[src/rtl/arb_node_pkg.sv]
`timescale 1ns/1ps
package arb_node_pkg;
   localparam int KIND_W = 3;

   typedef enum logic [KIND_W-1:0] {
      TK_IDLE      = 3'd0,
      TK_REQ       = 3'd1,
      TK_DATA      = 3'd2,
      TK_EOP       = 3'd3,
      TK_EOP_GRANT = 3'd4,
      TK_ARB_RESET = 3'd5
   } tok_kind_e;

   function automatic logic is_ctl(logic [KIND_W-1:0] k);
      return (k == TK_EOP_GRANT) || (k == TK_ARB_RESET);
   endfunction
endpackage

[src/rtl/arb_req_store.sv]
`timescale 1ns/1ps
// Per-source request registers: one slot for the local link and one per port.
module arb_req_store #(
   parameter int NSRC  = 4,
   parameter int PRI_W = 2
) (
   input  logic                  clk,
   input  logic                  rst,
   input  logic [NSRC-1:0]       set_vld,
   input  logic [NSRC-1:0]       set_nxt,
   input  logic [NSRC*PRI_W-1:0] set_pri,
   input  logic [NSRC-1:0]       clr,
   input  logic                  promote,
   output logic [NSRC-1:0]       req_vld,
   output logic [NSRC-1:0]       req_nxt,
   output logic [NSRC*PRI_W-1:0] req_pri
);
   for (genvar s = 0; s < NSRC; s++) begin : g_slot
      always_ff @(posedge clk) begin
         if (rst) begin
            req_vld[s]                  <= 1'b0;
            req_nxt[s]                  <= 1'b0;
            req_pri[s*PRI_W +: PRI_W]   <= '0;
         end else if (set_vld[s]) begin
            // a fresh request wins over a clear in the same cycle
            req_vld[s]                  <= 1'b1;
            req_nxt[s]                  <= set_nxt[s];
            req_pri[s*PRI_W +: PRI_W]   <= set_pri[s*PRI_W +: PRI_W];
         end else begin
            if (clr[s])  req_vld[s] <= 1'b0;
            if (promote) req_nxt[s] <= 1'b0;
         end
      end
   end
endmodule

[src/rtl/arb_pick.sv]
`timescale 1ns/1ps
// Picks the strongest stored request: class, then priority, then lowest index.
module arb_pick #(
   parameter int NSRC  = 4,
   parameter int PRI_W = 2,
   localparam int IDX_W = (NSRC > 1) ? $clog2(NSRC) : 1
) (
   input  logic [NSRC-1:0]       req_vld,
   input  logic [NSRC-1:0]       req_nxt,
   input  logic [NSRC*PRI_W-1:0] req_pri,
   output logic                  best_vld,
   output logic [IDX_W-1:0]      best_idx,
   output logic                  best_nxt,
   output logic [PRI_W-1:0]      best_pri
);
   logic [PRI_W:0] key, best_key;

   always_comb begin
      best_vld = 1'b0;
      best_idx = '0;
      best_nxt = 1'b0;
      best_pri = '0;
      best_key = '0;
      key      = '0;
      for (int s = 0; s < NSRC; s++) begin
         key = {~req_nxt[s], req_pri[s*PRI_W +: PRI_W]};
         // strict compare keeps the lowest index on a tie
         if (req_vld[s] && (!best_vld || key > best_key)) begin
            best_vld = 1'b1;
            best_idx = IDX_W'(s);
            best_nxt = req_nxt[s];
            best_pri = req_pri[s*PRI_W +: PRI_W];
            best_key = key;
         end
      end
   end
endmodule

[src/rtl/arb_pair_det.sv]
`timescale 1ns/1ps
// Confirms a control symbol once the same one arrives twice in a row on a port.
module arb_pair_det
   import arb_node_pkg::*;
#(
   parameter int NPORTS = 3
) (
   input  logic                     clk,
   input  logic                     rst,
   input  logic [NPORTS-1:0]        rx_valid,
   input  logic [KIND_W*NPORTS-1:0] rx_kind,
   output logic [NPORTS-1:0]        hit
);
   for (genvar p = 0; p < NPORTS; p++) begin : g_port
      logic [KIND_W-1:0] last_q;
      logic [KIND_W-1:0] kin;

      assign kin    = rx_kind[p*KIND_W +: KIND_W];
      assign hit[p] = rx_valid[p] && is_ctl(kin) && (last_q == kin);

      always_ff @(posedge clk) begin
         if (rst)                     last_q <= TK_IDLE;
         else if (!rx_valid[p])       last_q <= TK_IDLE;
         else if (hit[p])             last_q <= TK_IDLE; // a third copy starts a new pair
         else                         last_q <= kin;
      end
   end
endmodule

[src/rtl/arb_node.sv]
`timescale 1ns/1ps
module arb_node
   import arb_node_pkg::*;
#(
   parameter int NPORTS = 3,
   parameter int PRI_W  = 2
) (
   input  logic                     clk,
   input  logic                     rst,
   input  logic [NPORTS-1:0]        rx_valid,
   input  logic [3*NPORTS-1:0]      rx_kind,
   input  logic [NPORTS-1:0]        rx_nxt,
   input  logic [PRI_W*NPORTS-1:0]  rx_pri,
   output logic [NPORTS-1:0]        tx_valid,
   output logic [3*NPORTS-1:0]      tx_kind,
   output logic [NPORTS-1:0]        tx_nxt,
   output logic [PRI_W*NPORTS-1:0]  tx_pri,
   input  logic                     lreq_valid,
   input  logic                     lreq_nxt,
   input  logic [PRI_W-1:0]         lreq_pri,
   input  logic                     lsend_done,
   output logic                     lgrant,
   output logic                     lreset,
   output logic                     boss
);
   localparam int NSRC   = NPORTS + 1;
   localparam int IDX_W  = $clog2(NSRC);
   localparam int PIDX_W = (NPORTS > 1) ? $clog2(NPORTS) : 1;
   localparam logic [NPORTS-1:0] ALL_PORTS = {NPORTS{1'b1}};

   if (NPORTS < 2) begin : g_bad_ports
      $error("arb_node: NPORTS must be at least 2");
   end
   if (PRI_W < 1) begin : g_bad_pri
      $error("arb_node: PRI_W must be at least 1");
   end

   // ---------------- request capture ----------------
   logic [NSRC-1:0]       set_vld, set_nxt, clr;
   logic [NSRC*PRI_W-1:0] set_pri;
   logic [NSRC-1:0]       req_vld, req_nxt;
   logic [NSRC*PRI_W-1:0] req_pri;
   logic                  promote;

   assign set_vld[0]         = lreq_valid;
   assign set_nxt[0]         = lreq_nxt;
   assign set_pri[0 +: PRI_W] = lreq_pri;
   for (genvar p = 0; p < NPORTS; p++) begin : g_cap
      assign set_vld[p+1] = rx_valid[p] && (rx_kind[3*p +: 3] == TK_REQ);
      assign set_nxt[p+1] = rx_nxt[p];
      assign set_pri[(p+1)*PRI_W +: PRI_W] = rx_pri[p*PRI_W +: PRI_W];
   end

   arb_req_store #(.NSRC(NSRC), .PRI_W(PRI_W)) u_store (
      .clk(clk), .rst(rst), .set_vld(set_vld), .set_nxt(set_nxt),
      .set_pri(set_pri), .clr(clr), .promote(promote),
      .req_vld(req_vld), .req_nxt(req_nxt), .req_pri(req_pri)
   );

   logic             best_vld, best_nxt;
   logic [IDX_W-1:0] best_idx;
   logic [PRI_W-1:0] best_pri;

   arb_pick #(.NSRC(NSRC), .PRI_W(PRI_W)) u_pick (
      .req_vld(req_vld), .req_nxt(req_nxt), .req_pri(req_pri),
      .best_vld(best_vld), .best_idx(best_idx),
      .best_nxt(best_nxt), .best_pri(best_pri)
   );

   // ---------------- control pair detection ----------------
   logic [NPORTS-1:0] hit;

   arb_pair_det #(.NPORTS(NPORTS)) u_pair (
      .clk(clk), .rst(rst), .rx_valid(rx_valid), .rx_kind(rx_kind), .hit(hit)
   );

   logic              hit_any;
   logic [PIDX_W-1:0] hit_port;
   logic [2:0]        hit_kind;
   logic              dat_any, dat_is_data;
   logic [PIDX_W-1:0] dat_port;
   logic [2:0]        dat_kind;

   always_comb begin
      hit_any = 1'b0; hit_port = '0; hit_kind = TK_IDLE;
      dat_any = 1'b0; dat_port = '0; dat_kind = TK_IDLE; dat_is_data = 1'b0;
      for (int p = NPORTS-1; p >= 0; p--) begin
         if (hit[p]) begin
            hit_any  = 1'b1;
            hit_port = PIDX_W'(p);
            hit_kind = rx_kind[3*p +: 3];
         end
         if (rx_valid[p] && (rx_kind[3*p +: 3] == TK_DATA ||
                             rx_kind[3*p +: 3] == TK_EOP)) begin
            dat_any     = 1'b1;
            dat_port    = PIDX_W'(p);
            dat_kind    = rx_kind[3*p +: 3];
            dat_is_data = (rx_kind[3*p +: 3] == TK_DATA);
         end
      end
   end

   // ---------------- state ----------------
   logic              up_vld_q;
   logic [PIDX_W-1:0] up_port_q;
   logic              rep_vld_q;
   logic [2:0]        rep_kind_q;
   logic [PIDX_W-1:0] rep_src_q;
   logic [1:0]        emit_cnt_q;
   logic [2:0]        emit_kind_q;
   logic [NPORTS-1:0] emit_mask_q;
   logic              boss_q, xmit_q, lgrant_q, lreset_q;

   logic              emit_free;
   assign emit_free = (emit_cnt_q <= 2'd1);

   // ---------------- decisions ----------------
   logic              ld_emit;
   logic [2:0]        ld_kind;
   logic [NPORTS-1:0] ld_mask;
   logic              give_local, boss_clr;
   logic [NPORTS-1:0] win_mask;
   logic [NSRC-1:0]   win_src;

   always_comb begin
      win_mask = '0;
      win_src  = '0;
      for (int s = 0; s < NSRC; s++) begin
         if (best_idx == IDX_W'(s)) win_src[s] = 1'b1;
      end
      for (int p = 0; p < NPORTS; p++) begin
         if (best_idx == IDX_W'(p+1)) win_mask[p] = 1'b1;
      end
   end

   always_comb begin
      ld_emit    = 1'b0;
      ld_kind    = TK_IDLE;
      ld_mask    = '0;
      promote    = 1'b0;
      give_local = 1'b0;
      boss_clr   = 1'b0;
      clr        = '0;
      if (emit_free && hit_any) begin
         if (hit_kind == TK_EOP_GRANT) begin
            if (best_vld) begin
               clr = win_src;
               if (best_idx == '0) begin
                  give_local = 1'b1;
               end else begin
                  ld_emit = 1'b1;
                  ld_kind = TK_EOP_GRANT;
                  ld_mask = win_mask;
               end
            end
         end else begin
            ld_emit = 1'b1;
            ld_kind = TK_ARB_RESET;
            ld_mask = ALL_PORTS & ~(NPORTS'(1) << hit_port);
            promote = 1'b1;
         end
      end else if (emit_free && boss_q && best_vld) begin
         if (!best_nxt) begin
            clr      = win_src;
            boss_clr = 1'b1;
            if (best_idx == '0) begin
               give_local = 1'b1;
            end else begin
               ld_emit = 1'b1;
               ld_kind = TK_EOP_GRANT;
               ld_mask = win_mask;
            end
         end else begin
            ld_emit = 1'b1;
            ld_kind = TK_ARB_RESET;
            ld_mask = ALL_PORTS;
            promote = 1'b1;
         end
      end
   end

   always_ff @(posedge clk) begin
      if (rst) begin
         up_vld_q    <= 1'b0;
         up_port_q   <= '0;
         rep_vld_q   <= 1'b0;
         rep_kind_q  <= TK_IDLE;
         rep_src_q   <= '0;
         emit_cnt_q  <= '0;
         emit_kind_q <= TK_IDLE;
         emit_mask_q <= '0;
         boss_q      <= 1'b0;
         xmit_q      <= 1'b0;
         lgrant_q    <= 1'b0;
         lreset_q    <= 1'b0;
      end else begin
         rep_vld_q  <= dat_any;
         rep_kind_q <= dat_kind;
         rep_src_q  <= dat_port;

         if (ld_emit) begin
            emit_cnt_q  <= 2'd2;
            emit_kind_q <= ld_kind;
            emit_mask_q <= ld_mask;
         end else if (emit_cnt_q != 2'd0) begin
            emit_cnt_q  <= emit_cnt_q - 2'd1;
         end

         lgrant_q <= give_local;
         lreset_q <= promote;

         if (lsend_done) begin
            boss_q   <= 1'b1;
            xmit_q   <= 1'b0;
            up_vld_q <= 1'b0;
         end else begin
            if (boss_clr)   boss_q <= 1'b0;
            if (give_local) xmit_q <= 1'b1;
            if (dat_any && dat_is_data) begin
               up_vld_q  <= 1'b1;
               up_port_q <= dat_port;
            end
         end
      end
   end

   // ---------------- transmit side ----------------
   logic fwd_en;
   assign fwd_en = up_vld_q && !boss_q && !xmit_q;

   for (genvar p = 0; p < NPORTS; p++) begin : g_tx
      always_comb begin
         tx_valid[p]               = 1'b0;
         tx_kind[3*p +: 3]         = TK_IDLE;
         tx_nxt[p]                 = 1'b0;
         tx_pri[p*PRI_W +: PRI_W]  = '0;
         if (emit_cnt_q != 2'd0 && emit_mask_q[p]) begin
            tx_valid[p]       = 1'b1;
            tx_kind[3*p +: 3] = emit_kind_q;
         end else if (fwd_en && best_vld && up_port_q == PIDX_W'(p)) begin
            tx_valid[p]              = 1'b1;
            tx_kind[3*p +: 3]        = TK_REQ;
            tx_nxt[p]                = best_nxt;
            tx_pri[p*PRI_W +: PRI_W] = best_pri;
         end else if (rep_vld_q && rep_src_q != PIDX_W'(p)) begin
            tx_valid[p]       = 1'b1;
            tx_kind[3*p +: 3] = rep_kind_q;
         end
      end
   end

   assign lgrant = lgrant_q;
   assign lreset = lreset_q;
   assign boss   = boss_q;
endmodule

[config.mk]
export PLATFORM = sky130hd
export DESIGN_NAME = arb_node
export DESIGN_NICKNAME = d
export VERILOG_FILES = /design/src/rtl/arb_node_pkg.sv /design/src/rtl/arb_req_store.sv /design/src/rtl/arb_pick.sv /design/src/rtl/arb_pair_det.sv /design/src/rtl/arb_node.sv
export SDC_FILE = /design/constraint.sdc
export NUM_CORES = 1
export LEC_CHECK = 0
export BUFFER_PORTS_ARGS = -buffer_cell sky130_fd_sc_hd__buf_2
export CAP_MARGIN = 20
export CORE_MARGIN = 4
export CORE_UTILIZATION = 40
export CTS_CLUSTER_SIZE = 16
export DETAILED_ROUTE_END_ITERATION = 7
export GPL_TIMING_DRIVEN = 1
export SYNTH_ARGS = -nofsm -noshare
export SYNTH_HDL_FRONTEND = slang
export SYNTH_SLANG_ARGS = --single-unit
[constraint.sdc]
create_clock -name clk -period 5.35 [get_ports clk]
set_clock_uncertainty 0.1 [all_clocks]
set_input_delay 0.8025 -clock clk [delete_from_list [all_inputs] [get_ports clk]]
set_output_delay 0.8025 -clock clk [all_outputs]
set_load 0.05 [all_outputs]
==> key figures <==
Worst setup path
  • Slowest stage cell on the critical path: mux2_4
  • Reg-to-reg startpoint: u_store.req_vld[0]
  • WP data arrival: 4720 ps
  • Top fanout value on the critical path: 5
  • Worst setup path start: u_store.req_vld[0]
  • CP bufs+invs: 2
  • Cell Chain, Critical Path: or2b_1, ha_4, and3_4, a21oi_4, o21ai_4, mux2i_2, inv_1, ha_4, nor2b_4, o311a_4, o21ai_4, mux2_4, ha_4, nand3b_1, a211oi_4, a21oi_4, mux2i_4, or2_4, nor2_4, buf_8
  • Reg2Reg Setup Slack: 50 ps
  • Worst Path Required: 4450 ps
  • CP Class: reg -> out
  • CP top delay family: compound AO/OA/AOI/OAI gates
  • Critical Path Source Type: flip-flop
  • Slowest stage delay, CP: 350 ps
  • CP Capture Type: output pin
  • Cell mode on critical path: ha_4

Logic synthesis
  • Seq/Total Area, Yosys: 34.2%
  • Synth warn: 0
  • Unique masters post-synth: 59
  • EDFF count, synth: 0
  • Synthesized netlist cell count: 324
  • Post-synth top flop: dfxtp_1
  • FF+latch count, synth: 45
  • Avg Synthesized Cell Area: 8.14 um2
  • Fraction of registers with async set/reset: 0%
  • Mapped Area: 0.00264 mm2
  • Syn_nets: 361

Route
  • DRT Pass-1 Iters: 4
  • Via/cell ratio: 5.33
  • Iter 0 DRT Violations: 118
  • Wire length per cell: 14.6 um
  • DRC violations left: 0
  • Routed vias: 2574
  • Post-route ant nets: 0
  • WL final: 7050 um

Place
  • Setup WS pre-CTS: -238 ps
  • Post-DP HPWL: 5200 um
  • PortBufs: 51
  • Routability cong.: 0.834
  • Placed Cells: 463

STA
  • Slew Limit Fails: 0
  • Max Fclk: 0.178 GHz
  • Final WS setup: -270 ps
  • Hold Violations, Final: 0
  • Unrepaired setup endpoints after global routing: true
  • Period utilization: 105%
  • Worst Tran Pin Value: 762 ps
  • Setup Viol. Count Final: 9
  • Max-slew headroom: 49.2%
  • Min cycle time layout: 5620 ps

Global routing
  • Largest net degree at the start of global routing: 30
  • Initial antenna violation count: 0
  • Total track usage: 18.2%
  • GR Layer Usage met1: 25.3%
  • First-pass GRT wire length: 11300 um
  • GRT busiest layer: met2
  • M3 GR Usage: 2.86%
  • Met2 Use GR: 29.5%
  • Grt ovf: 0
  • Vias in the first global route: 2307

Floorplan
  • Initial cell density of the core: 41.3%
  • Core Box Area: 0.00639 mm2
  • IO Count: 52
  • Die Y: 89.2 um
  • Cell row count: 29
  • Die width: 89.2 um
  • Die area: 0.00795 mm2

Clocking
  • Inserted Clock Buffers: 5
  • H-tree levels: 2
  • Clk root buf: clkbuf_8
  • Max Buffers Root-to-Sink: 2
  • Clk_lat worst skew: 310 ps
  • Worst-path clk slew: 90 ps
  • CTS tree: built
  • Clock sink total: 45

Run status
  • Failing checks: setup timing
  • Outcome: finished with violations

Power and ir drop
  • Total leakage power: 1.53 nW
  • Clock share of power: 33.2%
  • VDD IR max: 0.146 mV
  • Comb power frac: 22.8%
  • Pwr/cell area: 229 mW/mm2
  • Seq pwr share: 43.9%
  • Fraction of power spent switching nets: 30.2%
  • Sw power: 0.251 mW
  • Internal Power: 0.578 mW

Layout
  • FF/Latch Area: 902 um2
  • Fin util: 56.7%
  • Number of fill cells: 590
  • Layout Cells excl Fill: 483
  • Multi-input logic area: 0.00183 mm2
  • Most common cell after layout, fill and taps aside: dfxtp_1
  • Share of layout cells above drive strength 1: 34.2%
  • Layout net count: 442
  • Synthesis-to-finish area growth: 37.3%
  • N_diodes: 0
  • Commonest non-fill, non-tap cells in the layout: dfxtp_1 (44), buf_2 (42), buf_4 (32)

Min path
  • Hold Path Origin: up_vld_q
  • Min-Delay Path Class: reg -> reg

Run
  • Number of max-cap violations: 0
==> tightest hold or removal path, delay by kind of cell (launching register included) <==
family          cells  cell delay [ps]
buf+inv             1               60
flops               1              310
compound gates      1               60
==> power groups by stage <==
stage               registers [mW]  logic, mW  clock network (mW)
CTS                          0.363      0.177               0.281
global placement             0.371      0.164                   0
finish                       0.364      0.189               0.276
floorplan                    0.369      0.113                   0
detailed placement           0.371      0.165                   0
global route                 0.366      0.207               0.293
==> final cells by class <==
| cell class | count | share of cell area, % |
|---|---|---|
| sequential | 45 | 24.9 |
| timing repair buffer | 84 | 16.1 |
| multi-input combinational | 246 | 50.7 |
| clock buffer | 5 | 1.90 |
| clock inverter | 3 | 1.38 |
| tap | 77 | 2.66 |
| inverter | 23 | 2.39 |
==> routing by layer <==
layer / share of wire [%] / wire, um
met1: 49 / 3460
met4: 0.71 / 50
met5: 0 / 0
met3: 4.2 / 297
met2: 46 / 3250
==> flip-flops by register name (all words and copies together) (netlist names), 2 cells and up <==
register	cells
u_store.req_vld	4
u_store.req_nxt	4
emit_mask_q	3
u_pair.g_port.last_q	9
rep_src_q	2
up_port_q	2
rep_kind_q	3
u_store.req_pri	8
emit_kind_q	2
emit_cnt_q	2
==> per-stage QoR <==
stage	TNS, ps	cell area (um2)	power, mW	hold WS (ps)
final	-1780	3620	0.829	359
after CTS	-1690	3500	0.821	364
after detailed placement	-1530	3230	0.536	351
after floorplan	-524	2760	0.483	325
after global placement	-133	3230	0.535	347
after global routing	-3750	3620	0.866	403
==> cells in the mapped netlist (all sizes together) (2+ instances only) <==
master,instances,area [um2]
nand2,21,78.8
o31ai,4,30.0
inv,23,86.3
o21a,3,22.5
nor3b,3,22.5
and2,5,31.3
or2,2,12.5
a211oi,6,50.1
buf,3,15.0
a31oi,2,12.5
a21o,2,15.0
nor4bb,3,30.0
nand3b,7,52.6
a22oi,2,15.0
mux2i,10,104
clkbuf,7,26.3
o21ai,17,100
o2bb2ai,2,17.5
nand3,11,55.1
nor2,39,146
mux2,5,56.3
nand2b,3,18.8
nor2b,5,31.3
or3,4,25.0
or4,3,26.3
a21oi,26,138
xor2,2,17.5
o211ai,2,15.0
and4,3,26.3
dfxtp,45,901
nor3,13,65.1
ha,9,113
o41ai,4,35.0
and3,10,62.6
==> cells by family after synthesis <==
logic type	share of synthesized area, %
compound gates	21.9
xor+xnor	0.997
flops	34.2
buf+inv	4.84
mux	6.07
other cells	0.142
fa+ha+maj	4.27
simple gates	27.6
==> repair_timing <==
item                                    in CTS  in global routing
gates cloned                                 0                  0
pin swaps                                    8                  2
endpoints found under the setup margin      13                 17
hold buffers                                 0                  0
gates resized for setup                     22                 21
setup buffers                                8                  4
==> path summary, 6_finish.rpt <==
| kind | cells after the start | to |
|---|---|---|
| min | 2 | up_vld_q |
| min reg2reg | 2 | up_vld_q |
| max reg2reg | 22 | u_store.req_nxt[0] |
| max | 20 | tx_nxt[0] |
(Power assumes the default switching activity.)
